File: config.mk
export PLATFORM = sky130hd
export DESIGN_NAME = ctlreg_file
export DESIGN_NICKNAME = d
export VERILOG_FILES = /design/src/rtl/ctlreg_file.sv
export SDC_FILE = /design/constraint.sdc
export NUM_CORES = 1
export LEC_CHECK = 0
export ABC_AREA = 1
export BUFFER_PORTS_ARGS = -buffer_cell sky130_fd_sc_hd__buf_2
export CAP_MARGIN = 25
export CELL_PAD_IN_SITES_DETAIL_PLACEMENT = 2
export CELL_PAD_IN_SITES_GLOBAL_PLACEMENT = 2
export CORE_UTILIZATION = 24
export CTS_CLUSTER_SIZE = 12
export DETAILED_ROUTE_END_ITERATION = 8
export PLACE_DENSITY = 0.85
export SLEW_MARGIN = 5
export SYNTH_ARGS = -nofsm -noshare
export SYNTH_HDL_FRONTEND = slang
export SYNTH_SLANG_ARGS = --single-unit
File: constraint.sdc
create_clock -name clk -period 1.33 [get_ports clk]
set_input_delay 0.3325 -clock clk [delete_from_list [all_inputs] [get_ports clk]]
set_output_delay 0.3325 -clock clk [all_outputs]
set_load 0.02 [all_outputs]
File: src/rtl/ctlreg_file.sv
module ctlreg_file #(
  parameter int           DEV_W  = 4,
  parameter logic [6:0]   M_RST  = 7'd16,
  parameter logic [3:0]   N_RST  = 4'd6,
  parameter logic [2:0]   P_RST  = 3'd0,
  parameter logic [7:0]   CR_RST = 8'h00
) (
  input  logic             clk,
  input  logic             rst_n,
  input  logic [DEV_W-1:0] dev_addr,
  input  logic             ctl_strobe,
  input  logic             bcast_in,
  input  logic [15:0]      ctl_word,
  input  logic             adc_ovf_evt,
  input  logic             dac_ovf_evt,
  output logic             rsp_valid,
  output logic [15:0]      rsp_word,
  output logic [7:0]       cr1_q,
  output logic [7:0]       cr2_q,
  output logic [7:0]       cr3_q,
  output logic [7:0]       cr5_q,
  output logic [7:0]       cr6_q,
  output logic [6:0]       m_val,
  output logic [3:0]       n_val,
  output logic [2:0]       p_code
);
  logic [2:0] ra;
  logic       is_rd, is_bc, fmt_ok, do_wr, do_rd, rd_cr1;
  logic [7:0] wdat, cr1_rw, cr4_rd, rdat;
  logic       adc_ovf, dac_ovf, cr4_sel;

  assign ra     = ctl_word[15:13];
  assign is_rd  = ctl_word[12];
  assign is_bc  = ctl_word[11];
  assign wdat   = ctl_word[7:0];
  assign fmt_ok = (ctl_word[10:8] == 3'b111) && (ra != 3'd0) && (ra != 3'd7);
  assign do_wr  = fmt_ok && !is_rd && (ctl_strobe || (bcast_in && is_bc));
  assign do_rd  = fmt_ok && is_rd && !is_bc && ctl_strobe;
  assign rd_cr1 = do_rd && (ra == 3'd1);

  assign cr1_q  = {adc_ovf, cr1_rw[6:5], dac_ovf, cr1_rw[3:0]};
  assign cr4_rd = cr4_sel ? {1'b1, m_val} : {1'b0, n_val, p_code};

  always_comb begin
    case (ra)
      3'd1:    rdat = cr1_q;
      3'd2:    rdat = cr2_q;
      3'd3:    rdat = cr3_q;
      3'd4:    rdat = cr4_rd;
      3'd5:    rdat = cr5_q;
      3'd6:    rdat = cr6_q;
      default: rdat = 8'h00;
    endcase
  end

  always_ff @(posedge clk) begin
    if (!rst_n) begin
      cr1_rw <= CR_RST; cr2_q <= CR_RST; cr3_q <= CR_RST;
      cr5_q  <= CR_RST; cr6_q <= CR_RST;
      m_val <= M_RST; n_val <= N_RST; p_code <= P_RST; cr4_sel <= 1'b0;
      adc_ovf <= 1'b0; dac_ovf <= 1'b0;
      rsp_valid <= 1'b0; rsp_word <= 16'h0000;
    end else begin
      adc_ovf   <= adc_ovf_evt || (adc_ovf && !rd_cr1);
      dac_ovf   <= dac_ovf_evt || (dac_ovf && !rd_cr1);
      rsp_valid <= do_rd;
      if (do_rd) rsp_word <= {dev_addr, ra, 1'b0, rdat};
      if (do_wr) begin
        case (ra)
          3'd1: cr1_rw <= wdat;
          3'd2: cr2_q  <= wdat;
          3'd3: cr3_q  <= wdat;
          3'd4: begin
            cr4_sel <= wdat[7];
            if (wdat[7]) m_val <= wdat[6:0];
            else begin n_val <= wdat[6:3]; p_code <= wdat[2:0]; end
          end
          3'd5: cr5_q  <= wdat;
          3'd6: cr6_q  <= wdat;
          default: ;
        endcase
      end
    end
  end
endmodule

==> impl_metrics.json, run 1 <==
{
  "power_w": 0.00515,
  "wl_per_cell_um": 18.7,
  "core-area_um2": 13300,
  "areaGrowthSynthToFinish_pct": 44.7,
  "yosysWarnings": 0,
  "overflow": 0,
  "outcome": "complete, no violations",
  "p_per_area_nw_per_um2": 1090,
  "slew_violations": 0,
  "fmax_mhz": 759,
  "drcViolationCount": 0,
  "synthArstFlopShare": 0,
  "finalWirelength_um": 15000,
  "io_buffers": 95,
  "reg2reg_from": "cr4_sel$_SDFFE_PN0P_",
  "synth_largest_area_cell": "dfxtp_1",
  "fp.dieW_um": 119,
  "die_area_um2": 14100,
  "required_ns": 1.57,
  "rows": 42,
  "syn_avg_cell_area_um2": 6.66,
  "dpl.hpwl_um": 10200,
  "cp_slowest_cell": "buf_4",
  "holdPathStages": 3,
  "setup_viol": 0,
  "yosysUniqueCellTypes": 24,
  "antenna_found_initial": 0,
  "cts_root_buffer": "clkbuf_16",
  "r2r-end": "rsp_word[3]$_SDFFE_PN0P_",
  "min_from": "adc_ovf_evt",
  "period_needed_ns": 1.32,
  "start_util": 0.246,
  "hp-class": "in2reg",
  "fin_area_um2": 4740,
  "drt-initial-drc-count": 224,
  "drive_above_1_share": 0.321,
  "final_util": 0.357,
  "grt_max_degree": 61,
  "path_class": "in2reg",
  "max_stage_delay_ns": 0.19,
  "vias": 3804,
  "synth_edf_count": 0,
  "crit_top_cell": "buf_4",
  "placed_area_um2": 4200,
  "cp_max_fo": 9,
  "peakVddDrop_mv": 0.653,
  "syn_area_um2": 3280,
  "synth_area_leaders": "dfxtp_1 43%, nor2_1 13%, nand2_1 13%",
  "synth_cells": 492,
  "vias_per_cell": 4.74,
  "grt_pass1_wl_um": 22500,
  "r2r_slack_ns": 0.03,
  "worst_setup_path_end_kind": "register",
  "post-route-period-util": 0.990,
  "start_kind": "input pin",
  "synth_top_area_share": 0.434,
  "drt_pass1_iterations": 4,
  "antenna_cells": 0,
  "min_to": "adc_ovf$_SDFF_PN0_",
  "grt_setup_unrepaired": "true",
  "hold_viol_final": 0,
  "cts_sinks": 71,
  "n_fill_cell": 1607,
  "leakage_nw": 2.38,
  "rr_worst_depth": 9,
  "synth_fp_nets": 518,
  "synth-seq-cells": 71,
  "die_h_um": 119,
  "fin_worst_skew_ns": 0.00650,
  "synth_most_common_cell": "nor2_1",
  "numCtsBuffers": 9,
  "num_io_pins": 97,
  "hold_slack_ns": 0.202,
  "drv_cap": 0,
  "cp_cell_sequence": "buf_4 -> nand3_1 -> clkinv_1 -> buf_4 -> nand2_1 -> buf_4 -> o21ai_0 -> nor2_1",
  "synth_common_cells": "114 x nor2_1, 112 x nand2_1, 71 x dfxtp_1, 54 x inv_1, 52 x o21ai_0",
  "arrival_ns": 1.55,
  "postRouteAntennaNets": 0,
  "stdcell_count": 802,
  "clock_latency_ns": 0.35,
  "dp_cells": 776,
  "cts_tree": "yes",
  "clockBufferDepth": 2,
  "clk_pin_slew_ns": 0.06,
  "grt_pass1_vias": 4148,
  "num-nets-final": 647,
  "ys_seq_area_frac": 0.434,
  "grt_util_all_layers": 0.211,
  "cts_max_level": 3,
  "yosys_most_used_dff": "dfxtp_1",
  "gp_congestion": 0.799
}
-- worst max-delay path by stage --
stage	startpoint	to	slack [ns]	cells past startpoint
2_1_floorplan	ctl_word[15]	rsp_word[1]$_SDFFE_PN0P_	0.007	11
3_3_place_gp	ctl_word[9]	rsp_word[10]$_SDFFE_PN0P_	-0.31	11
3_5_place_dp	ctl_word[9]	rsp_word[11]$_SDFFE_PN0P_	-0.40	11
4_1_cts	cr4_sel$_SDFFE_PN0P_	rsp_word[6]$_SDFFE_PN0P_	0.009	9
5_1_grt	ctl_word[14]	cr5_q[2]$_SDFFE_PN0P_	-0.05	8
6_report	ctl_word[15]	cr6_q[1]$_SDFFE_PN0P_	0.01	8
-- state kept, by name, summed over array words and instances, names as in the netlist --
register   flops
adc_ovf        1
cr1_rw         6
cr2_q          8
cr3_q          8
cr4_sel        1
cr5_q          8
cr6_q          8
dac_ovf        1
m_val          7
n_val          4
p_code         3
rsp_valid      1
rsp_word      15
-- layout make-up --
type                       count  area [um^2]  share of cell area
timing repair buffer         138          917               0.193
clock inverter                 3         40.0             0.00844
sequential                    71         1430               0.301
multi-input combinational    339         1630               0.343
inverter                      62          243              0.0512
clock buffer                  13          270              0.0570
tap                          176          220              0.0464
-- report_power, final --
part	switching [W]	total (W)	internal, W	leakage, nW
logic	0.000280	0.000442	0.000162	1.65
clock network	0.000958	0.00256	0.00160	0.156
registers	0.0000124	0.00215	0.00214	0.574
total	0.00125	0.00515	0.00390	2.38
-- critical path: cells and delay by family --
family	cells	cell delay, ns
buf+inv	4	0.66
compound gates	1	0.19
simple gates	3	0.37
-- cell usage in the layout (no fill, tap or decap) --
master,n
a21oi_1,11
o21ai_2,3
buf_12,6
nand2_1,103
o21ai_1,13
dfxtp_4,1
nand3b_1,5
dfxtp_1,70
inv_4,2
nor2_4,9
nand4_1,16
and2_1,1
clkbuf_1,1
buf_2,92
nand2_4,4
inv_1,53
nor3_4,2
nand3_1,9
nor3_1,1
nand2_2,10
clkinv_2,2
buf_6,5
clkbuf_8,3
conb_1,1
clkbuf_16,10
nand3_2,1
inv_2,5
buf_4,34
a22oi_1,3
o21ai_0,36
bufinv_16,1
nor2_1,101
nor2_2,10
clkinv_1,1
inv_6,1
-- routing by layer --
layer / track usage / vias up / share of wire
li1: - / 1785 / -
met1: 0.237 / 1911 / 0.41
met2: 0.378 / 83 / 0.53
met3: 0.0412 / 25 / 0.035
met4: 0.111 / 0 / 0.029
met5: 0 / - / 0
-- stage by stage --
stage | setup slack, ns | setup TNS, ns
after detailed placement | -0.400 | -23.74
after global placement | -0.315 | -17.41
after CTS | 0.00860 | 0
after global routing | -0.0549 | -0.208
after floorplan | 0.00665 | 0
final | 0.0128 | 0
-- logic make-up (layout without fill, tap and decap cells) --
family                 after synthesis  count (layout)  share of synthesized area
and+or+nand+nor                    272             272                      0.357
AOI/OAI and AO/OA                   66              66                      0.103
buffers and inverters               82             216                      0.105
DFF                                 71              71                      0.434
other                                1               1                    0.00114
-- repair_timing --
| action | CTS | global route |
|---|---|---|
| cloned | 0 | 1 |
| hold buffers | 0 | 0 |
| pin swaps | 1 | 19 |
| endpoints found under the setup margin | 45 | 65 |
| resized for setup | 12 | 51 |
| setup buffers | 2 | 7 |
Note: power is estimated with default switching activity, not from simulation.
==> run 2: changes to the inputs <==
--- a/config.mk
+++ b/config.mk
@@ -5,15 +5,14 @@
 export SDC_FILE = /design/constraint.sdc
 export NUM_CORES = 1
 export LEC_CHECK = 0
-export ABC_AREA = 1
 export BUFFER_PORTS_ARGS = -buffer_cell sky130_fd_sc_hd__buf_2
 export CAP_MARGIN = 25
 export CELL_PAD_IN_SITES_DETAIL_PLACEMENT = 2
 export CELL_PAD_IN_SITES_GLOBAL_PLACEMENT = 2
-export CORE_UTILIZATION = 24
+export CORE_UTILIZATION = 27
 export CTS_CLUSTER_SIZE = 12
 export DETAILED_ROUTE_END_ITERATION = 8
-export PLACE_DENSITY = 0.85
+export PLACE_DENSITY = 0.84
 export SLEW_MARGIN = 5
 export SYNTH_ARGS = -nofsm -noshare
 export SYNTH_HDL_FRONTEND = slang
==> run 2 against run 1 <==
  * The flow now finishes with violations (negative setup slack)
  * Global-route usage rose by 1.4 points
  * First-iteration DRC count fell by 56%
  * Via count fell by 19%
  * Synthesized cell count fell by 34%
  * Clock-buffer cell count fell by 3
  * Synthesized area fell by 3.0%
  * Sequential power barely moved
  * Critical path type unchanged
==> impl_metrics.json, run 2 <==
{
  "crit_top_cell": "buf_6",
  "synth_edf_count": 0,
  "worstMarginPinSlew_ns": 0.580,
  "min_from": "dac_ovf_evt",
  "multi_input_area_um2": 1870,
  "yosysUniqueCellTypes": 42,
  "path_class": "in2reg",
  "cp_max_fo": 7,
  "synth_most_common_cell": "dfxtp_1",
  "placed_area_um2": 4070,
  "die_h_um": 110,
  "clock_latency_ns": 0.34,
  "grt_use_met3": 0.0565,
  "p_per_area_nw_per_um2": 1100,
  "ys_seq_area_frac": 0.447,
  "grtUsageMet2": 0.395,
  "num-nets-final": 478,
  "final_cell_mix": "91 x buf_2, 68 x dfxtp_1, 49 x nor2_1",
  "violations": "negative setup slack",
  "postRouteAntennaNets": 0,
  "slew_violations": 0,
  "grt_util_all_layers": 0.226,
  "areaGrowthSynthToFinish_pct": 52.0,
  "num_io_pins": 97,
  "place_ws_ns": -0.596,
  "peakVddDrop_mv": 0.657,
  "synth_largest_area_cell": "dfxtp_1",
  "syn_area_um2": 3180,
  "final.setup.tns_ns": -1.19,
  "synthArstFlopShare": 0,
  "syn_avg_cell_area_um2": 9.72,
  "antenna_found_initial": 0,
  "grt_setup_unrepaired": "true",
  "holdPathStages": 2,
  "start_util": 0.277,
  "largest_reg_flops": 15,
  "dpl.hpwl_um": 9020,
  "io_buffers": 95,
  "vias": 3076,
  "max_stage_delay_ns": 0.38,
  "drv_cap": 0,
  "cts_tree": "yes",
  "start_kind": "input pin",
  "grt_max_degree": 48,
  "yosys_most_used_dff": "dfxtp_1",
  "drt_pass1_iterations": 4,
  "fin_worst_skew_ns": 0.00467,
  "final_common_cell": "buf_2",
  "r2r-end": "rsp_word[3]$_SDFFE_PN0P_",
  "setup_viol": 36,
  "hold_viol_final": 0,
  "relSlewSlack": 0.613,
  "vias_per_cell": 5.13,
  "synth_area_leaders": "dfxtp_1 45%, mux2i_1 17%, nor2_1 5.8%",
  "drive_above_1_share": 0.475,
  "arrival_ns": 1.64,
  "ctsHoldBuffers": 0,
  "core-area_um2": 11500,
  "numCtsBuffers": 9,
  "drt-initial-drc-count": 98,
  "hold_slack_ns": 0.201,
  "outcome": "finished, violations left",
  "grt.met1_usage": 0.259,
  "final_util": 0.421,
  "rows": 39,
  "fin_area_um2": 4830,
  "synth_top_area_share": 0.447,
  "required_ns": 1.56,
  "fmax_mhz": 709,
  "period_needed_ns": 1.41,
  "synth-seq-cells": 71,
  "worst_slack_ns": -0.0810,
  "antenna_cells": 0,
  "wl_per_cell_um": 22.9,
  "overflow": 0,
  "clockBufferDepth": 2,
  "register_area_um2": 1430,
  "crit_buf_inv": 3,
  "gp_congestion": 0.805,
  "top_register": "rsp_word",
  "drcViolationCount": 0,
  "post-route-period-util": 1.06,
  "grt_pass1_vias": 3392,
  "clk_pin_slew_ns": 0.06,
  "n_fill_cell": 1210,
  "cts_max_level": 3,
  "synth_fp_nets": 353,
  "reg2reg_from": "cr4_sel$_SDFFE_PN0P_",
  "r2r_slack_ns": 0,
  "grt_pass1_wl_um": 20500,
  "cp_slowest_cell": "nor4bb_4",
  "leakage_nw": 2.00,
  "worst_setup_path_end_kind": "register",
  "yosysWarnings": 0,
  "min_to": "dac_ovf$_SDFF_PN0_",
  "synth_cells": 327,
  "hp-class": "in2reg",
  "rr_worst_depth": 4,
  "cts_root_buffer": "clkbuf_16",
  "die_area_um2": 12200,
  "cts_sinks": 71,
  "finalWirelength_um": 13800,
  "path_delay_family": "simple AND/OR/NAND/NOR gates",
  "fp.dieW_um": 110,
  "grt_busiest_layer": "met2",
  "cp_cell_sequence": "buf_6 -> nand4b_4 -> buf_12 -> nor4bb_4 -> buf_6 -> mux2i_1 -> nor2_1",
  "synth_common_cells": "71 x dfxtp_1, 53 x mux2i_1, 49 x nor2_1, 18 x o21ai_0, 15 x nand2_1"
}
[run 2: routing by layer]
metal | part of all wire | up-vias | wire length (um)
met5 | 0 | - | 0
met4 | 0.035 | 0 | 476
met3 | 0.043 | 32 | 592
met2 | 0.52 | 95 | 7100
met1 | 0.41 | 1539 | 5600
li1 | - | 1410 | -
[run 2: cell type report]
| type | count | share of cell area |
|---|---|---|
| multi-input cells | 223 | 0.386 |
| flip-flops and latches | 71 | 0.296 |
| repair buffers | 143 | 0.209 |
| clock buffers | 10 | 0.0495 |
| well taps | 143 | 0.0370 |
| clock inverters | 6 | 0.0192 |
| inverters | 4 | 0.00311 |
[run 2: timing repair]
action | in CTS | in global routing
pin swaps | 11 | 29
cloned | 0 | 1
gates resized for setup | 41 | 36
endpoints found under the setup margin | 67 | 55
buffers inserted | 5 | 4
[run 2: how the worst max path moves through the flow]
stage	start	to	slack (ns)	cells after the start
final	ctl_word[12]	cr6_q[3]$_SDFFE_PN0P_	-0.08	7
after global routing	ctl_word[12]	cr6_q[5]$_SDFFE_PN0P_	-0.12	7
after CTS	ctl_word[12]	cr6_q[5]$_SDFFE_PN0P_	-0.02	7
after detailed placement	ctl_word[14]	cr6_q[5]$_SDFFE_PN0P_	-0.60	6
after global placement	ctl_word[14]	cr6_q[3]$_SDFFE_PN0P_	-0.52	6
after floorplan	ctl_word[15]	m_val[4]$_SDFFE_PN1P_	-0.26	5
[run 2: kinds of logic after synthesis]
family,after synthesis,synth area share
compound gates,56,0.117
buf+inv,33,0.0555
flops,71,0.447
mux,64,0.206
other cells,1,0.00118
simple gates,102,0.174
[run 2: report_power, final]
group | total [W] | internal (W) | switching [W] | leakage (nW)
clock network | 0.00271 | 0.00170 | 0.00101 | 0.155
logic | 0.000465 | 0.000187 | 0.000278 | 1.27
registers | 0.00215 | 0.00214 | 0.0000105 | 0.574
total | 0.00532 | 0.00403 | 0.00129 | 2.00
[run 2: metrics by stage]
| step | total power, W | std cells |
|---|---|---|
| 2_1_floorplan | 0.00239 | 327 |
| 3_3_place_gp | 0.00255 | 575 |
| 3_5_place_dp | 0.00257 | 575 |
| 4_1_cts | 0.00533 | 596 |
| 5_1_grt | 0.00548 | 600 |
| 6_report | 0.00532 | 600 |
[run 2: worst register-to-register path: stages, from the launching register on]
cell and delay, ns:
dfxtp_4 0.40, mux2_4 0.34, a221oi_4 0.25, a21o_1 0.14, a31oi_1 0.09
==> run 3: changes to the inputs <==
--- a/config.mk
+++ b/config.mk
@@ -5,7 +5,7 @@
 export SDC_FILE = /design/constraint.sdc
 export NUM_CORES = 1
 export LEC_CHECK = 0
-export BUFFER_PORTS_ARGS = -buffer_cell sky130_fd_sc_hd__buf_2
+export BUFFER_PORTS_ARGS = -buffer_cell sky130_fd_sc_hd__clkbuf_2
 export CAP_MARGIN = 25
 export CELL_PAD_IN_SITES_DETAIL_PLACEMENT = 2
 export CELL_PAD_IN_SITES_GLOBAL_PLACEMENT = 2
@@ -13,6 +13,7 @@
 export CTS_CLUSTER_SIZE = 12
 export DETAILED_ROUTE_END_ITERATION = 8
 export PLACE_DENSITY = 0.84
+export SKIP_CTS_REPAIR_TIMING = 1
 export SLEW_MARGIN = 5
 export SYNTH_ARGS = -nofsm -noshare
 export SYNTH_HDL_FRONTEND = slang
==> run 3 against run 2 <==
  * The run still ends with negative setup slack left
  * Sequential share of layout area shrank 0.95 points
  * Maximum frequency shrank 6.0%
  * Clock skew grew 0.0051 ns
  * Highest routed layer unchanged
  * Global-route usage shrank 1.0 points
  * Final cell count grew 2.3%
  * Register-to-register slack lost 0.08 ns
  * Worst setup slack lost 0.090 ns
  * Clock power is essentially flat
  * Total power grew 0.77%
  * Non-clock buffer count grew 14
  * Via count grew 2.9%
  * Hold slack lost 0.00076 ns
==> impl_metrics.json, run 3 (synthesis results as in run 2) <==
{
  "outcome": "finished, violations left",
  "violations": "negative setup slack",
  "io_buffers": 95,
  "required_ns": 1.56,
  "numCtsBuffers": 9,
  "grt_pass1_wl_um": 19800,
  "dpl.hpwl_um": 8970,
  "clock_latency_ns": 0.35,
  "fin_area_um2": 4990,
  "start_kind": "input pin",
  "wl_per_cell_um": 23.9,
  "finalWirelength_um": 14700,
  "cts_max_level": 3,
  "grt_setup_unrepaired": "true",
  "largest_reg_flops": 15,
  "leakage_nw": 2.04,
  "grt_util_all_layers": 0.215,
  "drive_above_1_share": 0.495,
  "gp_congestion": 0.766,
  "placed_area_um2": 4140,
  "postRouteAntennaNets": 0,
  "setup.worst_path.start": "ctl_word[12]",
  "peakVddDrop_mv": 0.493,
  "vias": 3165,
  "place_ws_ns": -0.523,
  "final.setup.tns_ns": -3.60,
  "rows": 39,
  "vias_per_cell": 5.15,
  "grt_pass1_vias": 3419,
  "drcViolationCount": 0,
  "power_w": 0.00536,
  "core-area_um2": 11500,
  "arrival_ns": 1.73,
  "worst_setup_path_end_kind": "register",
  "period_needed_ns": 1.50,
  "cp_max_fo": 7,
  "post-route-period-util": 1.13,
  "worst_slack_ns": -0.171,
  "drt-initial-drc-count": 103,
  "slew_violations": 0,
  "p_per_area_nw_per_um2": 1080,
  "num_io_pins": 97,
  "setup_viol": 54,
  "cts_sinks": 71,
  "num-nets-final": 492,
  "hp-class": "in2reg",
  "fmax_mhz": 666,
  "final_cell_mix": "88 x clkbuf_2, 69 x dfxtp_1, 50 x mux2i_1",
  "reg2reg_from": "cr4_sel$_SDFFE_PN0P_",
  "fin_worst_skew_ns": 0.00973,
  "clockBufferDepth": 2,
  "top_register": "rsp_word",
  "n_fill_cell": 1163,
  "drt_pass1_iterations": 6,
  "final_common_cell": "clkbuf_2",
  "overflow": 0,
  "die_area_um2": 12200,
  "hold_viol_final": 0,
  "start_util": 0.277,
  "grt_max_degree": 39,
  "antenna_found_initial": 0,
  "die_h_um": 110,
  "path_class": "in2reg",
  "clk_pin_slew_ns": 0.06,
  "antenna_cells": 0,
  "fp.dieW_um": 110,
  "cts_root_buffer": "clkbuf_16",
  "hold_slack_ns": 0.200,
  "areaGrowthSynthToFinish_pct": 56.9,
  "min_from": "dac_ovf_evt",
  "cts_tree": "yes",
  "drv_cap": 0
}
run 3: critical path: stages:
cell and delay [ns]:
buf_6 0.09, nand4b_4 0.27, buf_4 0.22, nor4b_4 0.27, buf_6 0.21, mux2i_1 0.25, nor2_1 0.08
run 3: through the flow:
stage / utilization / std cells
final: 0.435 / 614
after floorplan: - / 327
after detailed placement: 0.361 / 582
after global routing: 0.435 / 614
after CTS: 0.389 / 598
after global placement: 0.361 / 582
run 3: path summary, 6_finish.rpt:
path	to	slack (ns)	cells after the start
worst min register to register	rsp_word[6]$_SDFFE_PN0P_	0.48	2
worst max-delay path	cr2_q[3]$_SDFFE_PN0P_	-0.17	7
worst min-delay path	dac_ovf$_SDFF_PN0_	0.20	2
worst max register to register	rsp_word[3]$_SDFFE_PN0P_	-0.08	4
run 3: layout make-up:
cell class	count	area, um^2	share of cell area
clock inverter	5	81.3	0.0163
inverter	4	15.0	0.00301
timing repair buffer	157	1170	0.235
clock buffer	11	243	0.0487
multi-input combinational	223	1870	0.375
tap	143	179	0.0359
sequential	71	1430	0.286
run 3: layer usage:
| layer | part of all wire | GRT usage | vias up |
|---|---|---|---|
| met5 | 0 | 0 | - |
| met4 | 0.028 | 0.117 | 0 |
| met3 | 0.035 | 0.0373 | 27 |
| met2 | 0.54 | 0.394 | 98 |
| met1 | 0.40 | 0.234 | 1608 |
| li1 | - | - | 1432 |
run 3: power by group:
| group | internal, W | switching (W) |
|---|---|---|
| combinational | 0.000205 | 0.000287 |
| sequential | 0.00214 | 0.0000108 |
| clock | 0.00170 | 0.00103 |
| total | 0.00404 | 0.00132 |
